`config.mk`:
```
export PLATFORM = sky130hd
export DESIGN_NAME = shift_rot_unit
export DESIGN_NICKNAME = d
export VERILOG_FILES = /design/src/rtl/shift_rot_unit.sv
export SDC_FILE = /design/constraint.sdc
export NUM_CORES = 1
export LEC_CHECK = 0
export BUFFER_PORTS_ARGS = -buffer_cell sky130_fd_sc_hd__buf_2
export CORE_MARGIN = 3
export CORE_UTILIZATION = 35
export DETAILED_ROUTE_END_ITERATION = 10
export GPL_TIMING_DRIVEN = 0
export MAX_ROUTING_LAYER = met4
export SLEW_MARGIN = 20
export SYNTH_ARGS = -nofsm -noshare
export SYNTH_HDL_FRONTEND = slang
export SYNTH_SLANG_ARGS = --single-unit
export TNS_END_PERCENT = 30
```
`constraint.sdc`:
```
create_clock -name vclk -period 8.02
set_clock_uncertainty 0.05 [all_clocks]
set_input_delay 1.604 -clock vclk [all_inputs]
set_output_delay 1.604 -clock vclk [all_outputs]
set_load 0.01 [all_outputs]
```
`src/rtl/shift_rot_unit.sv`:
```
module shift_rot_unit #(
  parameter int W    = 32,
  parameter int REGW = 5,
  parameter int FNW  = 6
) (
  input  logic [FNW-1:0]          fn_code,
  input  logic [$clog2(W)-1:0]    sa_amt,
  input  logic [REGW-1:0]         rs_field,
  input  logic [REGW-1:0]         rt_field,
  input  logic [REGW-1:0]         rd_field,
  input  logic [W-1:0]            rs_val,
  input  logic [W-1:0]            rt_val,
  output logic [W-1:0]            rd_val,
  output logic                    wr_en,
  output logic                    illegal,
  output logic [1:0]              nop_class
);
  localparam int SHW = $clog2(W);

  typedef enum logic [1:0] {K_SLL, K_SRL, K_ROR, K_SRA} kind_t;

  kind_t        kind;
  logic         legal;
  logic         use_reg;
  logic [W-1:0] amt;
  logic [W-1:0] shifted;
  logic [2*W-1:0] funnel;
  logic         all_zero;

  always_comb begin
    legal   = 1'b1;
    use_reg = 1'b0;
    kind    = K_SLL;
    case (fn_code)
      FNW'(6'h00): kind = K_SLL;
      FNW'(6'h02): kind = rs_field[0] ? K_ROR : K_SRL;
      FNW'(6'h03): kind = K_SRA;
      FNW'(6'h04): begin kind = K_SLL; use_reg = 1'b1; end
      FNW'(6'h06): begin kind = sa_amt[0] ? K_ROR : K_SRL; use_reg = 1'b1; end
      FNW'(6'h07): begin kind = K_SRA; use_reg = 1'b1; end
      default:     legal = 1'b0;
    endcase
  end

  assign amt    = use_reg ? (rs_val % W) : W'(sa_amt);
  assign funnel = {rt_val, rt_val} >> amt;

  always_comb begin
    case (kind)
      K_SLL:   shifted = rt_val << amt;
      K_SRL:   shifted = rt_val >> amt;
      K_ROR:   shifted = funnel[W-1:0];
      default: shifted = W'($signed(rt_val) >>> amt);
    endcase
  end

  assign all_zero = (fn_code == '0) && (rs_field == '0) &&
                    (rt_field == '0) && (rd_field == '0);

  always_comb begin
    nop_class = 2'b00;
    if (all_zero) begin
      if (sa_amt == SHW'(1))      nop_class = 2'b10;
      else if (sa_amt == SHW'(3)) nop_class = 2'b11;
      else                        nop_class = 2'b01;
    end
  end

  assign wr_en   = legal && (nop_class == 2'b00);
  assign illegal = !legal;
  assign rd_val  = wr_en ? shifted : '0;
endmodule

```
======== After elaboration in Yosys (flattened, before gate mapping) ========
Index checks and enable logic that the tools add are counted.
cells by class
  equal/unequal tests ..................... 9
  shift operators ......................... 4
  multiplexer cells ....................... 11
  reductions and logical operators ........ 14
operators by type and width
  kind                number
  $pmux 32 s3         1
  $shr 64x5->32       1
  $mux 32             1
  $shl 32x5->32       1
  $shr 32x5->32       1
  $sshr 32x5->32      1
  $eq 6x3->1 const B  3
  $logic_not 5->1     3
  $eq 6x2->1 const B  2
  $mux 2              5
  $logic_not 6->1     1
  $pmux 2 s3          1
  $reduce_or 6->1     1
  $eq 5x1->1 const B  1
  $eq 5x2->1 const B  1
  $mux 5              1
  $logic_and 1x1->1   4
  $logic_not 2->1     2
  $reduce_or 3->1     1
  $eq 2x1->1 const B  1
  $eq 2x2->1 const B  1
  $mux 1              2
  $reduce_or 2->1     1
  $logic_not 1->1     1
word-level totals
  bits in registers ....................... 0
  bits of input ports ..................... 90
  output and inout bits ................... 36
  logic and storage cells ................. 38

======== Depth between registers and ports, before layout ========
  word-level depth ........................ 8
  depth in mapped cells ................... 15
  gate-level depth less buffers ........... 11

======== Least setup slack after synthesis ========
OpenSTA, ideal clock, no wires.
  kind .................................... input to output
  from .................................... input fn_code[2]
  to ...................................... output rd_val[7]
  arrival ................................. 4.606 ns
  required time ........................... 6.366 ns
  slack ................................... 1.760 ns
  stages on the path ...................... 14
  buffers on the path ..................... 5
  cell sequence ........................... buf_2 > buf_1 > buf_1 > mux2i_1 > nor2_1 > or2_2 > ha_1 > clkbuf_1 > inv_1 > nand2_1 > clkbuf_1 > o211ai_1 > a21oi_1 > a2111oi_0
on the way
  longest elaborated chain between the ends .. 8
  elaborated cells on any way between the ends .. 28
  those cells by class .................... 7 x eq/ne; 4 x shift; 7 x mux; 10 x reduce/logical
RTL lines
  item                                                                    RTL line  RTL
  from (decl)                                                             6         input logic [FNW-1:0] fn_code,
  parallel branches: the longest is 7 deep, another holds $sshr 32x5->32  n/a
  $mux 32 *                                                               71        assign rd_val = wr_en ? shifted : '0;
  to (decl)                                                               13        output logic [W-1:0] rd_val,
Every way passes the cells marked *.

======== Worst setup path in the final report ========
  from .................................... input fn_code[2]
  to ...................................... output rd_val[17]
The elaborated chain is that of the path after synthesis.

==> impl_metrics.yaml <==
clocking:
  cts_setup_buffers: 0
layout:
  final_common_cell: "buf_2"
  final_util: 0.4094
  nNetsFinal: 1127
  clkbuf_count: 0
  final_cell_mix: "buf_2, nand2_1, a21oi_1"
  seqCellArea_um2: 0
  area_delta_synth_final_pct: 12.39
  seq_cells: 0
  drive_above_1_share: 0.1734
critical_path:
  path_buf_inv: 7
  end_kind: "output pin"
  criticalPathCategory: "in -> out"
  path_max_fanout: 10
  slowest_delay_ns: 0.52
  crit_path_start_kind: "input port"
  worstPathRequired_ns: 6.37
  slowest_stage: "buf_1"
  cp_data_arrival_time_ns: 6.23
  crit_family: "buffers and inverters"
  crit_chain: "buf_2 -> buf_1 -> buf_1 -> mux2i_1 -> nor2_1 -> or2_2 -> ha_1 -> clkbuf_1 -> inv_1 -> nand2_1 -> clkbuf_2 -> o22ai_1 -> o22a_1 -> o311a_1 -> buf_2"
routing:
  drtAntennaViolNets: 0
  drt_iter0_markers: 2116
  drc: 0
  first_pass_iters: 7
  wl_um: 45170
  viasPerCell: 8.027
  wl_per_cell_um: 36.02
  vias: 10070
floorplan:
  num_rows: 47
  initial_utilization: 0.3643
  ioPinCount: 126
  dieArea_um2: 19190
  die_w_um: 138.5
  die_h_um: 138.5
  coreArea_um2: 16880
logic_synthesis:
  synthesis.instances: 939
  syn-num-nets: 1032
  syn-cell-area_um2: 6148
  syn_area_per_cell_um2: 6.548
  ys_seq_area_frac: 0
  ys_warn_count: 0
  ys_types: 86
timing:
  worst_pin_slew_ns: 1.197
  max_freq_ghz: 0.1269
  totalNegativeSetupSlack_ns: 0
  min_period_over_period: 0.9827
  rsz0062_at_grt: "false"
  slew_headroom: 0.2017
  period_minus_slack_ns: 7.882
  setup_violations: 0
  finalHoldViolCount: 0
  drv_slew: 0
global_route:
  grt_max_degree: 11
  grt-ovfl-total: 0
  grt_pass1_wl_um: 64460
  antenna_found_initial: 1
  track_usage: 0.4520
  grt_pass1_vias: 9137
placed_design:
  numPortBuffers: 91
  place_congestion: 1.095
  dp_hpwl_um: 35350
status:
  status: "finished clean"
hold_path:
  hold_class: "in -> out"
run:
  cap_violations: 0
[through the flow]
stage               setup slack, ns  hold slack [ns]  instances  instance area [um2]
detailed placement           0.2166            3.535       1252                 6898
global route                0.08809            3.552       1253                 6908
finish                       0.1385            3.541       1254                 6910
CTS                          0.2078            3.539       1252                 6898
floorplan                     1.760            3.345        939                 6148
global placement             0.1527            3.530       1250                 6879
[synth_stat cells, types with 23 or more instances]
cell	n	area, um2
nand2_1	101	379.1
a21oi_1	63	315.3
o21ai_0	53	265.3
nor2_1	50	187.7
clkbuf_1	49	183.9
a211oi_1	37	277.8
a31oi_1	35	219.0
mux2i_1	35	350.3
nor3_1	35	175.2
nand3_1	29	145.1
buf_2	27	135.1
nand2b_1	23	143.9
[cell families (layout without fill, tap and decap cells)]
kind of cell / Yosys count / after routing / synth area share
and+or+nand+nor: 309 / 309 / 0.2505
AOI/OAI and AO/OA: 450 / 450 / 0.5413
buffers and inverters: 120 / 213 / 0.08405
adders and majority gates: 3 / 3 / 0.006106
other: 0 / 2 / 0
muxes: 57 / 57 / 0.1180
[worst min-delay path: stages]
cell,delay (ns)
buf_2,0.08
nor4_1,0.06
a21boi_0,0.12
buf_2,0.14
[layout make-up]
class / count / area (um2)
Antenna cell: 2 / 5.005
Buffer: 98 / 435.4
Fill cell: 1860 / 9967
Inverter: 22 / 82.58
Multi-Input combinational cell: 819 / 5642
Tap cell: 220 / 275.3
Timing Repair Buffer: 93 / 470.5
[routing by layer]
metal	vias to the layer above	track usage	wire length [um]
met5	-	-	0
met3	261	0.1524	7432
met1	4727	0.6041	17230
met4	0	0.1908	2978
met2	1068	0.6174	17530
li1	4010	-	-
[repair_timing]
action                     CTS  global route
hold endpoints to repair     0             0
setup endpoints to repair    0             2
gates resized for setup      0             3
hold buffers                 0             0
[final timing paths]
path / start / slack, ns / cells past startpoint / end
min: rs_field[4] / 3.54 / 4 / nop_class[0]
max: fn_code[2] / 0.14 / 15 / rd_val[17]
